--- src/rtl/xmem_pkg.sv ---
package xmem_pkg;

  localparam int WAIT_CODE_W = 3;
  localparam int WAIT_CNT_W  = 4;

  typedef enum logic [2:0] {
    ST_IDLE  = 3'd0,
    ST_SETUP = 3'd1,
    ST_WAIT  = 3'd2,
    ST_RDY   = 3'd3,
    ST_HOLD  = 3'd4,
    ST_ERR   = 3'd5
  } phase_t;

  // code 0..3 -> 0..3 ; code 4..7 -> 4, 6, 8, 12
  function automatic logic [WAIT_CNT_W-1:0] wait_cycles(input logic [WAIT_CODE_W-1:0] code);
    logic [WAIT_CNT_W-1:0] base;
    if (!code[2]) begin
      return {1'b0, code};
    end
    base = 4'd4 + {2'b00, code[0], 1'b0};
    return base << code[1];
  endfunction

endpackage

--- src/rtl/xmem_area_decode.sv ---
module xmem_area_decode #(
  parameter int ADDR_W    = 29,
  parameter int AREA_LO   = 26,
  parameter int AREA_W    = 3,
  parameter int NUM_AREAS = 2,
  localparam int IDX_W    = $clog2(NUM_AREAS)
) (
  input  logic [ADDR_W-1:0]    addr,
  output logic                 area_hit,
  output logic [IDX_W-1:0]     area_idx,
  output logic [NUM_AREAS-1:0] area_oh
);

  logic [AREA_W-1:0] field;

  assign field    = addr[AREA_LO +: AREA_W];
  assign area_hit = ({1'b0, field} < (AREA_W+1)'(NUM_AREAS));
  assign area_idx = field[IDX_W-1:0];

  for (genvar i = 0; i < NUM_AREAS; i++) begin : g_oh
    assign area_oh[i] = (field == AREA_W'(i));
  end

endmodule

--- src/rtl/xmem_cfg_select.sv ---
module xmem_cfg_select
  import xmem_pkg::*;
#(
  parameter int NUM_AREAS = 2,
  parameter int HOLD_W    = 2,
  localparam int IDX_W    = $clog2(NUM_AREAS)
) (
  input  logic [IDX_W-1:0]                 area_idx,
  input  logic [NUM_AREAS-1:0]             cfg_setup_en,
  input  logic [NUM_AREAS*WAIT_CODE_W-1:0] cfg_wait_code,
  input  logic [NUM_AREAS*HOLD_W-1:0]      cfg_hold,
  output logic                             sel_setup,
  output logic [WAIT_CNT_W-1:0]            sel_waits,
  output logic [HOLD_W-1:0]                sel_hold
);

  logic [WAIT_CODE_W-1:0] code;

  assign code      = cfg_wait_code[area_idx*WAIT_CODE_W +: WAIT_CODE_W];
  assign sel_setup = cfg_setup_en[area_idx];
  assign sel_waits = wait_cycles(code);
  assign sel_hold  = cfg_hold[area_idx*HOLD_W +: HOLD_W];

endmodule

--- src/rtl/xmem_phase_fsm.sv ---
module xmem_phase_fsm
  import xmem_pkg::*;
#(
  parameter int HOLD_W = 2,
  localparam int CW    = (HOLD_W > WAIT_CNT_W) ? HOLD_W : WAIT_CNT_W
) (
  input  logic                  clk,
  input  logic                  rst,
  input  logic                  req_valid,
  input  logic                  area_hit,
  input  logic                  cfg_setup,
  input  logic [WAIT_CNT_W-1:0] cfg_waits,
  input  logic [HOLD_W-1:0]     cfg_hold,
  input  logic                  rdy_n,
  output phase_t                nxt_phase,
  output logic                  accept,
  output logic                  capture,
  output logic                  idle,
  output logic                  done_q,
  output logic                  err_q
);

  phase_t                phase_q;
  logic [CW-1:0]         cnt_q, nxt_cnt;
  logic [WAIT_CNT_W-1:0] waits_q;
  logic [HOLD_W-1:0]     hold_q;
  logic                  finish;

  assign idle   = (phase_q == ST_IDLE);
  assign accept = idle && req_valid;

  always_comb begin
    nxt_phase = phase_q;
    nxt_cnt   = cnt_q;
    capture   = 1'b0;
    finish    = 1'b0;
    unique case (phase_q)
      ST_IDLE: begin
        if (req_valid) begin
          if (!area_hit) begin
            nxt_phase = ST_ERR;
          end else if (cfg_setup) begin
            nxt_phase = ST_SETUP;
          end else if (cfg_waits != '0) begin
            nxt_phase = ST_WAIT;
            nxt_cnt   = CW'(cfg_waits);
          end else begin
            nxt_phase = ST_RDY;
          end
        end
      end
      ST_SETUP: begin
        if (waits_q != '0) begin
          nxt_phase = ST_WAIT;
          nxt_cnt   = CW'(waits_q);
        end else begin
          nxt_phase = ST_RDY;
        end
      end
      ST_WAIT: begin
        if (cnt_q == CW'(1)) begin
          nxt_phase = ST_RDY;
        end else begin
          nxt_cnt = cnt_q - CW'(1);
        end
      end
      ST_RDY: begin
        if (!rdy_n) begin
          capture = 1'b1;
          if (hold_q != '0) begin
            nxt_phase = ST_HOLD;
            nxt_cnt   = CW'(hold_q);
          end else begin
            nxt_phase = ST_IDLE;
            finish    = 1'b1;
          end
        end
      end
      ST_HOLD: begin
        if (cnt_q == CW'(1)) begin
          nxt_phase = ST_IDLE;
          finish    = 1'b1;
        end else begin
          nxt_cnt = cnt_q - CW'(1);
        end
      end
      ST_ERR: begin
        nxt_phase = ST_IDLE;
        finish    = 1'b1;
      end
      default: nxt_phase = ST_IDLE;
    endcase
  end

  always_ff @(posedge clk) begin
    if (rst) begin
      phase_q <= ST_IDLE;
      cnt_q   <= '0;
      waits_q <= '0;
      hold_q  <= '0;
      done_q  <= 1'b0;
      err_q   <= 1'b0;
    end else begin
      phase_q <= nxt_phase;
      cnt_q   <= nxt_cnt;
      done_q  <= finish;
      err_q   <= (phase_q == ST_ERR);
      if (accept) begin
        waits_q <= cfg_waits;
        hold_q  <= cfg_hold;
      end
    end
  end

endmodule

--- src/rtl/xmem_pin_drive.sv ---
module xmem_pin_drive
  import xmem_pkg::*;
#(
  parameter int ADDR_W    = 29,
  parameter int DATA_W    = 64,
  parameter int NUM_AREAS = 2,
  localparam int LANES    = DATA_W / 8
) (
  input  logic                 clk,
  input  logic                 rst,
  input  phase_t               nxt_phase,
  input  logic                 accept,
  input  logic [NUM_AREAS-1:0] act_oh,
  input  logic                 act_write,
  input  logic [LANES-1:0]     act_be,
  input  logic [ADDR_W-1:0]    req_addr,
  input  logic [DATA_W-1:0]    req_wdata,
  output logic [NUM_AREAS-1:0] bus_cs_n,
  output logic                 bus_oe_n,
  output logic [LANES-1:0]     bus_we_n,
  output logic [ADDR_W-1:0]    bus_addr,
  output logic [DATA_W-1:0]    bus_dout,
  output logic                 bus_dout_en
);

  logic active, strobe;

  assign active = (nxt_phase == ST_SETUP) || (nxt_phase == ST_WAIT) ||
                  (nxt_phase == ST_RDY)   || (nxt_phase == ST_HOLD);
  assign strobe = (nxt_phase == ST_WAIT) || (nxt_phase == ST_RDY);

  always_ff @(posedge clk) begin
    if (rst) begin
      bus_cs_n    <= '1;
      bus_oe_n    <= 1'b1;
      bus_we_n    <= '1;
      bus_addr    <= '0;
      bus_dout    <= '0;
      bus_dout_en <= 1'b0;
    end else begin
      bus_cs_n    <= active ? ~act_oh : '1;
      bus_oe_n    <= ~(strobe && !act_write);
      bus_we_n    <= (strobe && act_write) ? ~act_be : '1;
      bus_dout_en <= active && act_write;
      if (accept) begin
        bus_addr <= req_addr;
        bus_dout <= req_wdata;
      end
    end
  end

endmodule

--- src/rtl/xmem_area_ctrl.sv ---
module xmem_area_ctrl
  import xmem_pkg::*;
#(
  parameter int ADDR_W    = 29,
  parameter int DATA_W    = 64,
  parameter int NUM_AREAS = 2,
  parameter int AREA_LO   = 26,
  parameter int AREA_W    = 3,
  parameter int HOLD_W    = 2,
  localparam int LANES    = DATA_W / 8,
  localparam int IDX_W    = $clog2(NUM_AREAS)
) (
  input  logic                             clk,
  input  logic                             rst,
  input  logic                             req_valid,
  output logic                             req_ready,
  input  logic [ADDR_W-1:0]                req_addr,
  input  logic                             req_write,
  input  logic [LANES-1:0]                 req_be,
  input  logic [DATA_W-1:0]                req_wdata,
  output logic                             rsp_done,
  output logic                             rsp_err,
  output logic [DATA_W-1:0]                rsp_rdata,
  input  logic [NUM_AREAS-1:0]             cfg_setup_en,
  input  logic [NUM_AREAS*WAIT_CODE_W-1:0] cfg_wait_code,
  input  logic [NUM_AREAS*HOLD_W-1:0]      cfg_hold,
  output logic [NUM_AREAS-1:0]             bus_cs_n,
  output logic                             bus_oe_n,
  output logic [LANES-1:0]                 bus_we_n,
  output logic [ADDR_W-1:0]                bus_addr,
  output logic [DATA_W-1:0]                bus_dout,
  output logic                             bus_dout_en,
  input  logic [DATA_W-1:0]                bus_din,
  input  logic                             bus_rdy_n
);

  logic                  area_hit;
  logic [IDX_W-1:0]      area_idx;
  logic [NUM_AREAS-1:0]  area_oh;
  logic                  sel_setup;
  logic [WAIT_CNT_W-1:0] sel_waits;
  logic [HOLD_W-1:0]     sel_hold;
  phase_t                nxt_phase;
  logic                  accept, capture, idle;

  logic [NUM_AREAS-1:0]  oh_q;
  logic                  write_q;
  logic [LANES-1:0]      be_q;
  logic [NUM_AREAS-1:0]  act_oh;
  logic                  act_write;
  logic [LANES-1:0]      act_be;

  xmem_area_decode #(
    .ADDR_W(ADDR_W), .AREA_LO(AREA_LO), .AREA_W(AREA_W), .NUM_AREAS(NUM_AREAS)
  ) decode_i (
    .addr(req_addr), .area_hit(area_hit), .area_idx(area_idx), .area_oh(area_oh)
  );

  xmem_cfg_select #(
    .NUM_AREAS(NUM_AREAS), .HOLD_W(HOLD_W)
  ) cfg_i (
    .area_idx(area_idx), .cfg_setup_en(cfg_setup_en), .cfg_wait_code(cfg_wait_code),
    .cfg_hold(cfg_hold), .sel_setup(sel_setup), .sel_waits(sel_waits), .sel_hold(sel_hold)
  );

  xmem_phase_fsm #(
    .HOLD_W(HOLD_W)
  ) fsm_i (
    .clk(clk), .rst(rst), .req_valid(req_valid), .area_hit(area_hit),
    .cfg_setup(sel_setup), .cfg_waits(sel_waits), .cfg_hold(sel_hold),
    .rdy_n(bus_rdy_n), .nxt_phase(nxt_phase), .accept(accept), .capture(capture),
    .idle(idle), .done_q(rsp_done), .err_q(rsp_err)
  );

  assign req_ready = idle;

  // request attributes: fresh on the accepting edge, held afterwards
  assign act_oh    = accept ? area_oh   : oh_q;
  assign act_write = accept ? req_write : write_q;
  assign act_be    = accept ? req_be    : be_q;

  always_ff @(posedge clk) begin
    if (rst) begin
      oh_q      <= '0;
      write_q   <= 1'b0;
      be_q      <= '0;
      rsp_rdata <= '0;
    end else begin
      if (accept) begin
        oh_q    <= area_oh;
        write_q <= req_write;
        be_q    <= req_be;
      end
      if (capture && !write_q) begin
        rsp_rdata <= bus_din;
      end
    end
  end

  xmem_pin_drive #(
    .ADDR_W(ADDR_W), .DATA_W(DATA_W), .NUM_AREAS(NUM_AREAS)
  ) pins_i (
    .clk(clk), .rst(rst), .nxt_phase(nxt_phase), .accept(accept),
    .act_oh(act_oh), .act_write(act_write), .act_be(act_be),
    .req_addr(req_addr), .req_wdata(req_wdata),
    .bus_cs_n(bus_cs_n), .bus_oe_n(bus_oe_n), .bus_we_n(bus_we_n),
    .bus_addr(bus_addr), .bus_dout(bus_dout), .bus_dout_en(bus_dout_en)
  );

endmodule

--- config.mk ---
export PLATFORM = sky130hd
export DESIGN_NAME = xmem_area_ctrl
export DESIGN_NICKNAME = d
export VERILOG_FILES = /design/src/rtl/xmem_pkg.sv /design/src/rtl/xmem_area_decode.sv /design/src/rtl/xmem_cfg_select.sv /design/src/rtl/xmem_phase_fsm.sv /design/src/rtl/xmem_pin_drive.sv /design/src/rtl/xmem_area_ctrl.sv
export SDC_FILE = /design/constraint.sdc
export NUM_CORES = 1
export LEC_CHECK = 0
export BUFFER_PORTS_ARGS = -buffer_cell sky130_fd_sc_hd__clkbuf_2
export CORE_AREA = 2 2 136 138
export CTS_CLUSTER_SIZE = 28
export DETAILED_ROUTE_END_ITERATION = 10
export DIE_AREA = 0 0 138 140
export PLACE_DENSITY = 0.72
export SLEW_MARGIN = 20
export SYNTH_ARGS = -nofsm -noshare
export SYNTH_HDL_FRONTEND = slang
export SYNTH_SLANG_ARGS = --single-unit
export TNS_END_PERCENT = 50
--- constraint.sdc ---
create_clock -name clk -period 5.29 [get_ports clk]
set_input_delay 1.058 -clock clk [delete_from_list [all_inputs] [get_ports clk]]
set_output_delay 1.058 -clock clk [all_outputs]
set_load 0.01 [all_outputs]
==> run_results.csv <==
group,metric,value,unit
critical_path,crit_fanout,68,
timing,fin_skew,0.00857,ns
power_and_ir_drop,power.density,375,nW/µm²
die,fp.dieH,140,µm
die,pin_count,354,
die,initial_utilization,0.404,
synthesis,synthFlopType,"dfxtp_1",
placement,port_buffers,353,
synthesis,ys_seq_area_frac,0.544,
detailed_routing,routedWlPerCell,14.1,µm
global_routing,antenna_found_initial,0,
clock_tree,postCtsSetupBuffers,0,
synthesis,yosys.area_share.simple,0.230,
clock_tree,cts_max_level,4,
synthesis,synth_top_area_share,0.544,
critical_path,cp-start-kind,"register",
critical_path,critical_path.endpoint_type,"register",
synthesis,synth_fa_ha_area_frac,0.00349,
critical_path,crit_chain,"nor3_2 -> and2_4 -> buf_4 -> nand3_1 -> a21oi_1 -> nand2_1",
timing,hold_viol,0,
detailed_routing,wirelength,20.3,mm
global_routing,grt_usage,0.204,
synthesis,synth_nets,1075,
min_path,hold_path_class,"reg -> reg",
placement,dpl_cell_area,9020,µm²
cells_and_area,num-nets-final,1388,
timing,rsz0062_at_grt,"no",
synthesis,synth.distinct_cells,49,
cells_and_area,area_delta_synth_final,33.9,%
clock_tree,hold_buffers,0,
critical_path,path_class,"reg -> reg",
clock_tree,clock_latency,0.42,ns
timing,report.final.slew_viol_count,0,
synthesis,ys_ff_latch,195,
placement,gp_congestion,0.817,
clock_tree,numClockSinks,195,
global_routing,grt_max_degree,77,
synthesis,synth_top_family_by_area,"simple AND/OR/NAND/NOR gates",
synthesis,synth_compound_area_frac,0.160,
detailed_routing,drt-pass1-iter-count,4,
clock_tree,cts_root_buf,"clkbuf_16",
timing,min_period,2.66,ns
synthesis,ys_warn_count,0,
detailed_routing,drt-vias-per-instance,4.82,
timing,setup_viol,0,
synthesis,synth_most_common_cell,"nand2_1",
placement,hpwl,14.4,mm
clock_tree,cts-buffers-inserted,17,
timing,max_freq,376,MHz
cells_and_area,antenna_cells,0,
synthesis,synth_area_per_cell,8.06,µm²
synthesis,syn_area,7180,µm²
die,dieArea,19300,µm²
global_routing,grt_pass1_vias,6587,
synthesis,synthTopCellsByArea,"dfxtp_1, nand2_1, a21oi_1",
clock_tree,cts.clk_slew.worst_paths,0.08,ns
synthesis,synth_top_area_cell,"dfxtp_1",
synthesis,synth_commonest_cells,"nand2_1, dfxtp_1, a21oi_1",
power_and_ir_drop,power.leakage,4.29,nW
global_routing,gr-total-overflow,0,
die,fp.coreArea,17800,µm²
status,status,"finished clean",
critical_path,slowest_stage,"buf_4",
critical_path,cp.arrival,2.98,ns
critical_path,worstPathRequired,5.61,ns
flow_run,maxCapViolCount,0,
cells_and_area,fin_area,9610,µm²
clock_tree,cts_resized,0,
power_and_ir_drop,irDropWorstVdd,0.204,mV
detailed_routing,first_iter_violations,335,
synthesis,synth_mux_area_frac,0.0197,
detailed_routing,drcViolationCount,0,
cells_and_area,fill_cells,1700,
cells_and_area,multi_input_area,2990,µm²
synthesis,synth-edff-count,0,
timing,slew_headroom,0.495,
timing,worst_pin_slew,0.758,ns
timing,min_period_over_period,0.503,
clock_tree,cts_tree,"yes",
cells_and_area,layout-drive-gt1-share,0.331,
global_routing,grt_pass1_wl,32.6,mm
detailed_routing,antenna_left,0,
die,num_rows,49,
synthesis,synthCells,891,
critical_path,cp_slowest_stage_delay,0.63,ns
synthesis,async_flop_share,0,
timing,fin_setup_tns,0,ns
detailed_routing,vias,6963,
cells_and_area,seqCellArea,3900,µm²
clock_tree,cts_buffer_depth,2,
die,die_w,138,µm
synthesis,yosys.area_share.xor_xnor,0.00122,
-- stage by stage --
step	power, mW	worst slack [ns]	std cells	hold WS [ns]	util
CTS	3.65	2.65	1446	0.456	0.541
global route	3.80	2.41	1446	0.469	0.541
global placement	2.36	2.35	1414	0.441	0.508
finish	3.60	2.63	1446	0.453	0.541
detailed placement	2.37	2.37	1414	0.445	0.508
floorplan	2.12	2.98	891	0.436	-
-- metal layers --
layer  part of all wire  GRT usage  wire length [µm]  vias to the layer above
met5                  0          0                 0                        -
met4              0.029     0.0918               594                        0
met3              0.057     0.0448              1150                       44
met2               0.49      0.348              9930                      249
met1               0.43      0.248              8660                     3111
li1                   -          -                 -                     3559
-- layout by cell type, fill, tap and decap left out, drive strengths merged, types with 3 or more instances in the layout --
cell type and instances:
nand3 3, clkbuf 371, dfxtp 195, a211oi 10, nor2b 3, o21ai 5
nand2 327, and2 5, inv 11, clkinv 5, buf 8, a21o 4
o31ai 4, nor3 6, a21oi 174, mux2i 13, nor2 23, nand2b 14
and3b 3
-- registers in the layout (all words and copies together), names as in the netlist, 3 cells and up --
| signal | cells |
|---|---|
| be_q | 8 |
| fsm_i.cnt_q | 4 |
| fsm_i.phase_q | 3 |
| fsm_i.waits_q | 4 |
| pins_i.bus_addr | 29 |
| pins_i.bus_dout | 64 |
| pins_i.bus_we_n | 8 |
| rsp_rdata | 64 |
-- logic make-up after synthesis --
family,Yosys count
mux,14
simple gates,398
fa+ha+maj,2
xor+xnor,1
buf+inv,71
compound gates,210
flops,195
-- where the power goes --
group	switching (mW)	internal [mW]	total, mW
Sequential	0.0855	1.59	1.67
Clock	0.595	0.681	1.28
Combinational	0.390	0.269	0.659
-- worst paths after layout --
check	slack (ns)	endpoint	cells after the start	from
min reg2reg	0.45	pins_i.bus_addr[19]$_SDFFE_PP0P_	2	pins_i.bus_addr[19]$_SDFFE_PP0P_
min	0.45	pins_i.bus_addr[19]$_SDFFE_PP0P_	2	pins_i.bus_addr[19]$_SDFFE_PP0P_
max	2.63	pins_i.bus_cs_n[1]$_SDFF_PP1_	6	fsm_i.phase_q[1]$_SDFF_PP0_
max reg2reg	2.63	pins_i.bus_cs_n[1]$_SDFF_PP1_	6	fsm_i.phase_q[1]$_SDFF_PP0_
-- final cells by class --
cell class                      count  share of cell area
Sequential cell                   195               0.406
Multi-Input combinational cell    625               0.311
Timing Repair Buffer              360               0.190
Clock buffer                       19              0.0461
Tap cell                          229              0.0298
Clock inverter                     13              0.0148
Inverter                            5             0.00195
-- critical path, delay by kind of cell (launching register included) --
kind | cells | cell delay (ns)
buffers and inverters | 1 | 0.63
AO/OA/AOI/OAI | 1 | 0.22
AND/OR/NAND/NOR | 4 | 1.11
flip-flops | 1 | 0.51
Note: power is estimated with default switching activity, not from simulation.
